<file path="config.mk">
export PLATFORM = sky130hd
export DESIGN_NAME = irq_entry_seq
export DESIGN_NICKNAME = d
export VERILOG_FILES = /design/src/rtl/irq_seq_pkg.sv /design/src/rtl/irq_seq_ctrl.sv /design/src/rtl/irq_seq_regs.sv /design/src/rtl/irq_entry_seq.sv
export SDC_FILE = /design/constraint.sdc
export NUM_CORES = 1
export LEC_CHECK = 0
export ABC_AREA = 1
export BUFFER_PORTS_ARGS = -buffer_cell sky130_fd_sc_hd__buf_2
export CAP_MARGIN = 20
export CELL_PAD_IN_SITES_DETAIL_PLACEMENT = 0
export CELL_PAD_IN_SITES_GLOBAL_PLACEMENT = 1
export CORE_ASPECT_RATIO = 0.9
export CORE_MARGIN = 5
export CORE_UTILIZATION = 34
export CTS_CLUSTER_SIZE = 40
export DETAILED_ROUTE_END_ITERATION = 10
export GPL_ROUTABILITY_DRIVEN = 0
export PLACE_DENSITY_LB_ADDON = 0.1
export SLEW_MARGIN = 10
export SYNTH_ARGS = -nofsm -noshare
export SYNTH_HDL_FRONTEND = slang
export SYNTH_SLANG_ARGS = --single-unit
</file>
<file path="constraint.sdc">
create_clock -name clk -period 1.5 [get_ports clk]
set_input_delay 0.15 -clock clk [delete_from_list [all_inputs] [get_ports clk]]
set_output_delay 0.15 -clock clk [all_outputs]
set_load 0.02 [all_outputs]
</file>
<file path="src/rtl/irq_seq_pkg.sv">
package irq_seq_pkg;
  typedef enum logic [2:0] {
    ST_IDLE  = 3'd0,
    ST_CAPT  = 3'd1,
    ST_ADDR  = 3'd2,
    ST_JUMP  = 3'd3,
    ST_STORE = 3'd4
  } seq_state_e;
endpackage

</file>
<file path="src/rtl/irq_seq_ctrl.sv">
module irq_seq_ctrl
  import irq_seq_pkg::*;
(
  input  logic clk,
  input  logic rst_n,
  input  logic irq_req,
  output logic capt_en,
  output logic addr_en,
  output logic jump_en,
  output logic count_en,
  output logic store_en
);
  seq_state_e state_q, state_d;

  always_comb begin
    state_d = state_q;
    unique case (state_q)
      ST_IDLE:  if (irq_req) state_d = ST_CAPT;
      ST_CAPT:  state_d = ST_ADDR;
      ST_ADDR:  state_d = ST_JUMP;
      ST_JUMP:  state_d = ST_STORE;
      ST_STORE: state_d = ST_IDLE;
      default:  state_d = ST_IDLE;
    endcase
  end

  always_ff @(posedge clk or negedge rst_n) begin
    if (!rst_n) state_q <= ST_IDLE;
    else        state_q <= state_d;
  end

  assign capt_en  = (state_q == ST_CAPT);
  assign addr_en  = (state_q == ST_ADDR);
  assign jump_en  = (state_q == ST_JUMP);
  assign store_en = (state_q == ST_STORE);
  assign count_en = (state_q == ST_IDLE) && !irq_req;
endmodule

</file>
<file path="src/rtl/irq_seq_regs.sv">
module irq_seq_regs #(
  parameter int unsigned          PC_W      = 16,
  parameter logic [PC_W-1:0]      RESET_PC  = '0,
  parameter logic [PC_W-1:0]      SAVE_ADDR = 16'h0100,
  parameter logic [PC_W-1:0]      VECTOR    = 16'h0040
) (
  input  logic            clk,
  input  logic            rst_n,
  input  logic            capt_en,
  input  logic            addr_en,
  input  logic            jump_en,
  input  logic            count_en,
  output logic [PC_W-1:0] pc_q,
  output logic [PC_W-1:0] mbr_q,
  output logic [PC_W-1:0] mar_q
);
  localparam logic [PC_W-1:0] ONE = PC_W'(1);

  logic [PC_W-1:0] pc_d, mbr_d, mar_d;

  always_comb begin
    pc_d  = pc_q;
    mbr_d = mbr_q;
    mar_d = mar_q;
    if (jump_en)       pc_d = VECTOR;
    else if (count_en) pc_d = pc_q + ONE;
    if (capt_en)       mbr_d = pc_q;
    if (addr_en)       mar_d = SAVE_ADDR;
  end

  always_ff @(posedge clk or negedge rst_n) begin
    if (!rst_n) begin
      pc_q  <= RESET_PC;
      mbr_q <= '0;
      mar_q <= '0;
    end else begin
      pc_q  <= pc_d;
      mbr_q <= mbr_d;
      mar_q <= mar_d;
    end
  end
endmodule

</file>
<file path="src/rtl/irq_entry_seq.sv">
module irq_entry_seq #(
  parameter int unsigned          PC_W      = 16,
  parameter logic [PC_W-1:0]      RESET_PC  = '0,
  parameter logic [PC_W-1:0]      SAVE_ADDR = 16'h0100,
  parameter logic [PC_W-1:0]      VECTOR    = 16'h0040
) (
  input  logic            clk,
  input  logic            rst_n,
  input  logic            irq_req,
  output logic            irq_ack,
  output logic [PC_W-1:0] pc_o,
  output logic [PC_W-1:0] mbr_o,
  output logic [PC_W-1:0] mar_o,
  output logic            mem_we,
  output logic [PC_W-1:0] mem_addr,
  output logic [PC_W-1:0] mem_wdata
);
  logic capt_en, addr_en, jump_en, count_en, store_en;

  irq_seq_ctrl u_ctrl (
    .clk      (clk),
    .rst_n    (rst_n),
    .irq_req  (irq_req),
    .capt_en  (capt_en),
    .addr_en  (addr_en),
    .jump_en  (jump_en),
    .count_en (count_en),
    .store_en (store_en)
  );

  irq_seq_regs #(
    .PC_W      (PC_W),
    .RESET_PC  (RESET_PC),
    .SAVE_ADDR (SAVE_ADDR),
    .VECTOR    (VECTOR)
  ) u_regs (
    .clk      (clk),
    .rst_n    (rst_n),
    .capt_en  (capt_en),
    .addr_en  (addr_en),
    .jump_en  (jump_en),
    .count_en (count_en),
    .pc_q     (pc_o),
    .mbr_q    (mbr_o),
    .mar_q    (mar_o)
  );

  assign mem_we    = store_en;
  assign irq_ack   = store_en;
  assign mem_addr  = mar_o;
  assign mem_wdata = mbr_o;
endmodule

</file>
==> results.json, run 1 <==
{
  "yosysSeqAreaShare_pct": 44.92,
  "critPathTopFamily": "simple AND/OR/NAND/NOR gates",
  "hp-start": "irq_req",
  "initial_core_util_pct": 35.23,
  "hold_viol_final": 0,
  "crit_chain": "inv_1, nand3_4, nand2_2, nand2_2, nor2_2, nand2_1, nand2_1, nor2_1",
  "cts_tree": "done",
  "portBuffers": 54,
  "syn_avg_cell_area_sq_um": 8.427,
  "grtUsageTotal_pct": 11.82,
  "io_pins": 85,
  "rows": 26,
  "drt_iter0_markers": 34,
  "ys.flop_type": "dfrtp_1",
  "clock_skew_ns": 0.005910,
  "worstSetupStartpoint": "u_ctrl.state_q[2]",
  "p_leak_nw": 1.299,
  "drive_gt1_share_pct": 31.96,
  "cp.arrival_ns": 1.53,
  "cp_slowest_stage_delay_ns": 0.40,
  "ys_top_cells_by_area": "dfrtp_1 (45%), buf_4 (18%), nand2_1 (8.2%), nor2_1 (5.8%), o21ai_0 (4.5%)",
  "max_freq_mhz": 746.2,
  "fillers": 607,
  "avgViaCountPerCell": 4.139,
  "nets": 294,
  "cts_max_level": 2,
  "crit_type": "reg2reg",
  "cp.required_ns": 1.69,
  "areaGrowthSynthToFinish_pct": 14.29,
  "synth_compound_area_share_pct": 6.238,
  "cp_slowest_cell": "dfrtp_1",
  "power_density_mw_per_mm2": 1298,
  "synth_edf_count": 0,
  "synth_async_sr_flop_share_pct": 100.0,
  "rsz0062_at_grt": "no",
  "synth-simple-area-share_pct": 20.15,
  "ys.warnings.count": 0,
  "hold_path_class": "in2reg",
  "vias": 1494,
  "drtPass1Iterations": 4,
  "crit_buf_inv": 1,
  "synth_adder_area_share_pct": 0.6238,
  "status": "completed",
  "grt_pass1_vias": 1436,
  "antenna_found_initial": 0,
  "synth_top_family_by_area": "buffers and inverters",
  "die_area_sq_mm": 0.007537,
  "synth_area_leader_cell": "dfrtp_1",
  "wire_per_inst_um": 11.77,
  "synthXorXnorAreaFrac_pct": 0,
  "drc_errors": 0,
  "syn_inst": 238,
  "min_period_over_period_pct": 89.34,
  "gr-total-overflow": 0,
  "grt_pass1_wl_um": 7272,
  "maxCapViolCount": 0,
  "ir_drop_mv": 0.5332,
  "setup-violations-final": 0,
  "dpl.hpwl_um": 3315,
  "r2r_start": "u_ctrl.state_q[2]",
  "numCtsBuffers": 5,
  "slew_viol_final": 0,
  "diodes": 0,
  "clock_sinks": 36,
  "synthMuxAreaShare_pct": 4.117,
  "ant_nets": 0,
  "path_max_fanout": 7,
  "crit_path_end_kind": "register",
  "fp.dieH_um": 82.87,
  "clockRootBuffer": "clkbuf_8",
  "grt_max_degree": 37,
  "cts_buffer_depth": 2,
  "tns_ns": 0,
  "synth.distinct_cells": 21,
  "syn_area_sq_mm": 0.002006,
  "wl_um": 4249,
  "synth_seq_cells": 36,
  "core_area_sq_mm": 0.005693,
  "fin_crit_ns": 1.340,
  "cp-start-kind": "register",
  "final_core_util_pct": 40.26,
  "cts_setup_buffers": 0,
  "synth_top_area_share_pct": 44.92,
  "clk_latency_ns": 0.29,
  "die_w_um": 90.96,
  "cts.clk_slew.worst_paths_ns": 0.08
}
## power by group
group / leakage [nW] / internal, W / total (W) / switching, W
logic: 0.770 / 0.000380 / 0.00109 / 0.000709
registers: 0.478 / 0.00108 / 0.00117 / 0.0000900
clock network: 0.0510 / 0.000367 / 0.000717 / 0.000350
total: 1.30 / 0.00183 / 0.00298 / 0.00115
## path summary, 6_finish.rpt
check	slack, ns	endpoint	depth (start not counted)
worst min-delay path	0.17	u_ctrl.state_q[0]	3
max in group asynchronous	0.72	u_ctrl.state_q[0]	3
worst min register to register	0.46	u_ctrl.state_q[0]	1
worst max-delay path	0.16	u_regs.pc_q[12]	8
worst max register to register	0.16	u_regs.pc_q[12]	8
min in group asynchronous	0.43	u_regs.mbr_q[6]	3
## cells in the mapped netlist, drive strengths merged, types with 5 or more instances
cell type and instances:
inv 22, o21ai 18, dfrtp 36, nor3 5, nand2 47, nor2 31
nand3 10, a21oi 7, buf 51, mux2 7
## through the flow
stage	total power [W]	hold WS, ns	instance area (sq um)	worst slack, ns	instances
after floorplan	0.002036	-0.1456	2115	0.06086	267
after global placement	0.002288	0.2354	2176	0.08597	352
after detailed placement	0.002288	0.2361	2176	0.02887	352
after CTS	0.003021	0.1770	2278	0.01978	361
after global routing	0.003200	0.2208	2292	0.0002633	361
final	0.002975	0.1687	2292	0.1599	361
## cell families after synthesis
logic type,count (synthesis)
other cells,1
buf+inv,74
fa+ha+maj,1
mux,7
simple gates,94
compound gates,25
flops,36
## metal layers
metal | track usage, % | part of all wire, % | up-vias
met5 | 0 | 0 | -
met4 | 4.400 | 1.3 | 0
met3 | 3.617 | 10 | 5
met2 | 16.71 | 41 | 66
met1 | 16.82 | 48 | 651
li1 | - | - | 772
## cell type report
class	count	area, sq um	area share [%]
tap	70	87.58	3.821
inverter	22	82.58	3.603
multi-input combinational	157	749.5	32.70
clock inverter	2	10.01	0.4367
timing repair buffer	68	377.9	16.48
clock buffer	6	82.58	3.603
sequential	36	902.1	39.36
## flip-flops by register name (all words and copies together) (netlist names)
| register | flops |
|---|---|
| u_ctrl.state_q | 3 |
| u_regs.mar_q | 1 |
| u_regs.mbr_q | 16 |
| u_regs.pc_q | 16 |
## tightest hold or removal path, cell delays in order
cell and delay (ns):
buf_2 0.07, nor2_1 0.05, nor3_1 0.13
## cell usage in the layout, fill, tap and decap left out, drive strengths merged
cell type and n:
inv 22, nor3 5, clkinv 2, nand2 47
buf 67, a21oi 7, mux2 7, ha 1
dlygate4sd3 1, dfrtp 36, nor2 31, nand4 1
conb 30, clkbuf 6, nand3 10, o21ai 18
## what timing repair did
item	in CTS	in global routing
endpoints found under the hold margin	36	0
endpoints found under the setup margin	0	8
resized for setup	0	6
hold buffers	1	0
No activity file was read; power rests on OpenSTA's default activity.
==> inputs of run 2 (changes only) <==
--- a/config.mk
+++ b/config.mk
@@ -12,12 +12,14 @@
 export CELL_PAD_IN_SITES_GLOBAL_PLACEMENT = 1
 export CORE_ASPECT_RATIO = 0.9
 export CORE_MARGIN = 5
-export CORE_UTILIZATION = 34
+export CORE_UTILIZATION = 31
 export CTS_CLUSTER_SIZE = 40
 export DETAILED_ROUTE_END_ITERATION = 10
 export GPL_ROUTABILITY_DRIVEN = 0
 export PLACE_DENSITY_LB_ADDON = 0.1
+export REMOVE_ABC_BUFFERS = 1
 export SLEW_MARGIN = 10
 export SYNTH_ARGS = -nofsm -noshare
 export SYNTH_HDL_FRONTEND = slang
+export SYNTH_HIERARCHICAL = 1
 export SYNTH_SLANG_ARGS = --single-unit
==> constraint.sdc (replaced) <==
create_clock -name clk -period 1.1 [get_ports clk]
set_input_delay 0.11 -clock clk [delete_from_list [all_inputs] [get_ports clk]]
set_output_delay 0.11 -clock clk [all_outputs]
set_load 0.02 [all_outputs]
==> run 2 against run 1 <==
Effect of this change: the flow now finishes with violations (negative setup slack); flip-flop and latch count did not move; global-route usage rose by 0.48 points; core utilization grew 6.0 points.
==> results.json, run 2 <==
{
  "cp_slowest_cell": "dfrtp_1",
  "fin_crit_ns": 1.405,
  "rsz0062_at_grt": "yes",
  "synth.distinct_cells": 26,
  "synth_most_common_cell": "buf_4",
  "cts.clk_slew.worst_paths_ns": 0.07,
  "p_leak_nw": 1.531,
  "min_path_cells": 4,
  "status": "complete, but fails checks",
  "cp.required_ns": 1.27,
  "synth-simple-area-share_pct": 21.59,
  "hp-start": "irq_req",
  "synth_async_sr_flop_share_pct": 100.0,
  "cp.arrival_ns": 1.58,
  "drive_gt1_share_pct": 48.15,
  "min_period_over_period_pct": 127.7,
  "cp_slowest_stage_delay_ns": 0.42,
  "r2r_setup_slack_ns": -0.30,
  "p_sw_share_pct": 40.73,
  "use_met1_pct": 16.95,
  "cp_num_cells": 6,
  "numCtsBuffers": 5,
  "cp-start-kind": "register",
  "cts_buffer_depth": 2,
  "syn_avg_cell_area_sq_um": 8.334,
  "wl_um": 4958,
  "reg.largest.list": "u_regs/mbr_q x16, u_regs/pc_q x16, u_ctrl/state_q x3",
  "layout_commonest_cell": "buf_2",
  "synth_seq_cells": 36,
  "crit_path_end_kind": "register",
  "path_max_fanout": 7,
  "ys.warnings.count": 6,
  "setup-violations-final": 36,
  "pwr-share-clk_pct": 16.5,
  "synth_top_area_share_pct": 44.67,
  "hold_path_class": "in2reg",
  "syn_area_sq_mm": 0.002017,
  "diodes": 0,
  "synthMuxAreaShare_pct": 5.025,
  "rows": 27,
  "clock_skew_ns": 0.002983,
  "drtPass1Iterations": 4,
  "wire_per_inst_um": 12.06,
  "yosysSeqAreaShare_pct": 44.67,
  "synth_adder_area_share_pct": 0.6203,
  "ys_top_cells_by_area": "dfrtp_1 (45%), buf_4 (18%), nor2_1 (7.8%), nand2_1 (7.1%), mux2_2 (5.0%)",
  "gr-total-overflow": 0,
  "power_density_mw_per_mm2": 2067,
  "core_area_sq_mm": 0.006216,
  "hold_end": "u_ctrl/state_q[0]",
  "reg2reg_depth": 6,
  "hold_viol_final": 0,
  "die_w_um": 95.03,
  "busiest_layer": "met2",
  "synth_area_leader_cell": "dfrtp_1",
  "use_met3_pct": 2.951,
  "synthXorXnorAreaFrac_pct": 0.4342,
  "p_int_w": 0.003523,
  "drc_errors": 0,
  "grt_max_degree": 37,
  "p_total_w": 0.005944,
  "setup_slack_ns": -0.3050,
  "gr-usage-met2_pct": 18.50,
  "clock_sinks": 36,
  "avgViaCountPerCell": 4.202,
  "max_freq_mhz": 711.8,
  "ir_drop_mv": 0.7790,
  "synth_compound_area_share_pct": 4.653,
  "violations": "negative setup slack",
  "p_switching_w": 0.002421,
  "io_pins": 85,
  "drt_iter0_markers": 73,
  "maxCapViolCount": 0,
  "worstReg2RegEnd": "u_regs/mbr_q[12]",
  "r2r_start": "u_ctrl/state_q[1]",
  "ant_nets": 0,
  "vias": 1727,
  "grtUsageTotal_pct": 12.30,
  "timing.hold.ws_ns": 0.1952,
  "clockRootBuffer": "clkbuf_8",
  "fillers": 646,
  "fp.dieH_um": 86.52,
  "areaGrowthSynthToFinish_pct": 42.56,
  "crit_chain": "buf_4, inv_1, nand3_2, inv_2, buf_6, mux2_2",
  "grt_pass1_wl_um": 7810,
  "nets": 327,
  "portBuffers": 54,
  "clk_latency_ns": 0.28,
  "antenna_found_initial": 0,
  "crit_type": "reg2reg",
  "grt_pass1_vias": 1630,
  "slew_viol_final": 0,
  "dpl.hpwl_um": 3626,
  "ys.flop_type": "dfrtp_1",
  "layout_common_cells": "buf_2 (40), buf_4 (36), nor2_1 (36), dfrtp_1 (36), nand2_1 (35)",
  "cts_max_level": 2,
  "initial_core_util_pct": 32.45,
  "synth_commonest_cells": "buf_4 (48), nor2_1 (42), nand2_1 (38)",
  "cts_tree": "done",
  "crit_buf_inv": 4,
  "syn_inst": 242,
  "synth_edf_count": 0,
  "synth_top_family_by_area": "buffers and inverters",
  "pwr-share-seq_pct": 31.0,
  "die_area_sq_mm": 0.008222,
  "critPathTopFamily": "buffers and inverters",
  "pwr-share-comb_pct": 52.5
}
-- run 2: cell types whose count changed in the layout (fill, tap and decap cells not counted), sizes merged, moves of 2 or more --
cell	delta
buf	+43
conb	-15
nor2	+15
o21ai	-14
nand2	-7
a21oi	+5
nand3	-3
nand4	+3
clkbuf	+2
clkinv	-2
mux2	+2
nor3	-2
-- run 2: power groups by stage --
stage / Clock (W) / Sequential, W / Combinational, W
after detailed placement: 0 / 0.00186 / 0.00255
after CTS: 0.00101 / 0.00184 / 0.00287
after global placement: 0 / 0.00185 / 0.00254
after global routing: 0.00108 / 0.00190 / 0.00337
after floorplan: 0 / 0.00238 / 0.000875
final: 0.000978 / 0.00185 / 0.00312
-- run 2: worst max-delay path by stage --
stage	endpoint	slack [ns]	start
CTS	u_regs/mbr_q[0]	-0.28	u_ctrl/state_q[1]
global route	u_regs/pc_q[10]	-0.43	u_ctrl/state_q[1]
finish	u_regs/mbr_q[12]	-0.30	u_ctrl/state_q[1]
floorplan	u_regs/pc_q[9]	-0.38	u_ctrl/state_q[1]
detailed placement	u_regs/pc_q[15]	-0.36	u_ctrl/state_q[1]
global placement	u_regs/pc_q[13]	-0.32	u_ctrl/state_q[1]
-- run 2: logic make-up after synthesis --
logic type                 count (synthesis)
and+or+nand+nor                          102
xor gates and xnor gates                   1
AOI/OAI and AO/OA                         18
adders and majority gates                  1
DFF                                       36
other                                      1
buffers and inverters                     74
muxes                                      9
-- run 2: metrics by stage --
step                      TNS, ns  util [%]  cells  setup WS (ns)  cell area [sq um]
final                      -8.162     46.26    411        -0.3050               2875
after detailed placement   -8.461     38.53    387        -0.3600               2395
after global placement     -7.977     38.53    387        -0.3157               2395
after global routing       -11.61     46.26    411        -0.4312               2875
after floorplan            -8.592         -    205        -0.3763               1695
after CTS                  -7.941     43.92    404        -0.2780               2730
-- run 2: per-layer routing --
metal,vias up,share of wire [%]
li1,862,-
met1,787,47
met5,-,0
met2,68,44
met4,0,1.4
met3,10,6.8
-- run 2: area by class of cell --
| class | instances | area, sq um | area share, % |
|---|---|---|---|
| repair buffers | 111 | 872.1 | 30.33 |
| multi-input cells | 146 | 814.5 | 28.33 |
| inverters | 23 | 88.84 | 3.090 |
| clock buffers | 8 | 90.09 | 3.133 |
| flip-flops and latches | 36 | 900.9 | 31.33 |
| well taps | 87 | 108.9 | 3.786 |
-- run 2: worst register-to-register path, stage by stage (launching register included) --
cell and delay, ns:
dfrtp_1 0.42, buf_4 0.17, inv_1 0.06, nand3_2 0.09
inv_2 0.08, buf_6 0.13, mux2_2 0.34
-- run 2: what timing repair did --
action,4_1_cts,5_1_grt
setup buffers,8,10
pin swaps,9,14
endpoints found under the setup margin,46,46
hold buffers,1,0
gates resized for setup,55,28
endpoints found under the hold margin,36,0
==> inputs of run 3 (changes only) <==
--- a/config.mk
+++ b/config.mk
@@ -5,14 +5,13 @@
 export SDC_FILE = /design/constraint.sdc
 export NUM_CORES = 1
 export LEC_CHECK = 0
-export ABC_AREA = 1
 export BUFFER_PORTS_ARGS = -buffer_cell sky130_fd_sc_hd__buf_2
 export CAP_MARGIN = 20
 export CELL_PAD_IN_SITES_DETAIL_PLACEMENT = 0
 export CELL_PAD_IN_SITES_GLOBAL_PLACEMENT = 1
 export CORE_ASPECT_RATIO = 0.9
 export CORE_MARGIN = 5
-export CORE_UTILIZATION = 31
+export CORE_UTILIZATION = 32
 export CTS_CLUSTER_SIZE = 40
 export DETAILED_ROUTE_END_ITERATION = 10
 export GPL_ROUTABILITY_DRIVEN = 0
==> run 3 against run 2 <==
Effect of this change: the run still ends with negative setup slack left; first-iteration DRC count fell by 59%; critical path depth increased by 2; fmax fell by 19%; register-to-register slack got worse by 0.32 ns; clock power up 20%; wire length fell by 6.4%; clock skew rose by 0.00085 ns; global-route usage rose by 0.26 points; critical endpoint is now u_regs/pc_q[10]; largest cell class unchanged.
==> results.json, run 3 <==
{
  "cp_slowest_stage_delay_ns": 0.42,
  "tns_ns": -15.02,
  "synth_async_sr_flop_share_pct": 100.0,
  "syn_inst": 178,
  "antenna_found_initial": 0,
  "fin_crit_ns": 1.729,
  "drc_errors": 0,
  "avgViaCountPerCell": 4.703,
  "clockRootBuffer": "clkbuf_8",
  "reg.largest.list": "u_regs/mbr_q x16, u_regs/pc_q x16, u_ctrl/state_q x3",
  "status": "complete, but fails checks",
  "synth_commonest_cells": "buf_4 (52), dfrtp_1 (36), nor2_1 (14)",
  "synth_edf_count": 0,
  "cp-start-kind": "register",
  "use_met3_pct": 3.405,
  "cts_max_level": 2,
  "initial_core_util_pct": 32.34,
  "wire_per_inst_um": 14.69,
  "hold_viol_final": 0,
  "synth_most_common_cell": "buf_4",
  "fin_area_sq_mm": 0.002790,
  "drive_gt1_share_pct": 59.43,
  "portBuffers": 54,
  "nets": 247,
  "cp_slowest_cell": "dfrtp_1",
  "grt_max_degree": 37,
  "ir_drop_mv": 0.9028,
  "crit_chain": "buf_6, and3b_1, o2111a_2, buf_6, buf_4, nand4_1, xor2_1, nor2_1",
  "clock_skew_ns": 0.003834,
  "crit_path_end_kind": "register",
  "synth_area_leader_cell": "dfrtp_1",
  "core_area_sq_mm": 0.006047,
  "synth_top_area_share_pct": 46.07,
  "setup_slack_ns": -0.6292,
  "drt_iter0_markers": 30,
  "setup-violations-final": 37,
  "layout_common_cells": "buf_6 (42), buf_2 (36), dfrtp_1 (36)",
  "power_density_mw_per_mm2": 1792,
  "ant_nets": 0,
  "drtPass1Iterations": 4,
  "numCtsBuffers": 5,
  "p_total_w": 0.005001,
  "synth.distinct_cells": 36,
  "placed_area_sq_mm": 0.002231,
  "busiest_layer": "met2",
  "areaGrowthSynthToFinish_pct": 42.67,
  "clk_latency_ns": 0.29,
  "cts_tree": "done",
  "hold_path_class": "in2reg",
  "gr-usage-met2_pct": 20.29,
  "syn_avg_cell_area_sq_um": 10.99,
  "slew_viol_final": 0,
  "grt_pass1_vias": 1572,
  "die_w_um": 92.41,
  "gr-total-overflow": 0,
  "crit_top_cell": "buf_6",
  "timing.hold.ws_ns": 0.1110,
  "rows": 27,
  "rsz0062_at_grt": "yes",
  "maxCapViolCount": 0,
  "vias": 1486,
  "dp_slack_ns": -0.7217,
  "ys.flop_type": "dfrtp_1",
  "crit_type": "reg2reg",
  "clock_sinks": 36,
  "yosysSeqAreaShare_pct": 46.07,
  "wl_um": 4642,
  "max_freq_mhz": 578.3,
  "cts.clk_slew.worst_paths_ns": 0.07,
  "fp.dieH_um": 84.17,
  "io_pins": 85,
  "ys.warnings.count": 6,
  "p_leak_nw": 1.443,
  "layout_commonest_cell": "buf_6",
  "synth_seq_cells": 36,
  "cp.arrival_ns": 1.91,
  "grt_pass1_wl_um": 7721,
  "violations": "negative setup slack",
  "cts_buffer_depth": 2,
  "grtUsageTotal_pct": 12.55,
  "cp.required_ns": 1.28,
  "min_period_over_period_pct": 157.2,
  "path_max_fanout": 7,
  "use_met1_pct": 15.36,
  "diodes": 0,
  "dpl.hpwl_um": 3158,
  "ys_top_cells_by_area": "dfrtp_1 (46%), buf_4 (20%), mux2_2 (5.8%), xor2_1 (4.9%), mux2_1 (3.5%)",
  "syn_area_sq_mm": 0.001956,
  "die_area_sq_mm": 0.007777
}
==> run 3: worst max-delay path, delay by kind of cell (launching register included) <==
kind	cells	cell delay, ns
AOI/OAI and AO/OA	1	0.30
DFF	1	0.42
and+or+nand+nor	3	0.32
buffers and inverters	3	0.40
xor gates and xnor gates	1	0.16
==> run 3: layout make-up <==
class                   instances  area [sq um]
repair buffers                101         840.8
clock inverters                 3         42.54
clock buffers                   5         68.82
well taps                      72         90.09
multi-input cells              99         847.1
fillers                       575          3257
flip-flops and latches         36         900.9
==> run 3: path summary, 6_finish.rpt <==
check / from / to / slack, ns / cells past startpoint
hold reg to reg: u_regs/mar_q[8] / u_regs/mar_q[8] / 0.52 / 1
min in group asynchronous: rst_n / u_regs/mbr_q[3] / 0.30 / 3
setup / recovery: u_ctrl/state_q[0] / u_regs/pc_q[10] / -0.63 / 8
hold / removal: irq_req / u_ctrl/state_q[0] / 0.11 / 3
max in group asynchronous: rst_n / u_regs/pc_q[7] / 0.61 / 3
setup reg to reg: u_ctrl/state_q[0] / u_regs/pc_q[10] / -0.63 / 8
==> run 3: cells by family (layout without fill, tap and decap cells) <==
family | after synthesis | in the layout | share of synthesized area, %
compound gates | 7 | 7 | 2.239
xor+xnor | 13 | 13 | 5.822
fa+ha+maj | 1 | 1 | 0.6397
buf+inv | 57 | 109 | 21.37
flops | 36 | 36 | 46.07
mux | 17 | 17 | 9.725
other cells | 1 | 15 | 0.1918
simple gates | 46 | 46 | 13.95
==> run 3: routing by layer <==
metal	routed length [um]	share of wire (%)	vias to the layer above
li1	-	-	666
met1	2053	44	740
met2	2141	46	69
met3	341	7.3	11
met4	106	2.3	0
met5	0	0	-
==> run 3: timing repair <==
action | CTS | global route
gates resized for setup | 69 | 34
endpoints found under the setup margin | 47 | 51
hold endpoints to repair | 36 | 0
pin swaps | 16 | 21
buffers inserted | 12 | 14
hold buffers | 1 | 0
==> run 3: through the flow <==
stage / std cells / util (%)
global route: 316 / 46.14
detailed placement: 296 / 36.89
global placement: 296 / 36.89
CTS: 313 / 43.93
finish: 316 / 46.14
floorplan: 135 / -
==> run 3: where the power goes <==
part / switching [W] / internal (W) / leakage, nW
clock network: 0.000500 / 0.000670 / 0.0541
logic: 0.00114 / 0.00107 / 0.911
registers: 0.000142 / 0.00148 / 0.478
total: 0.00178 / 0.00322 / 1.44
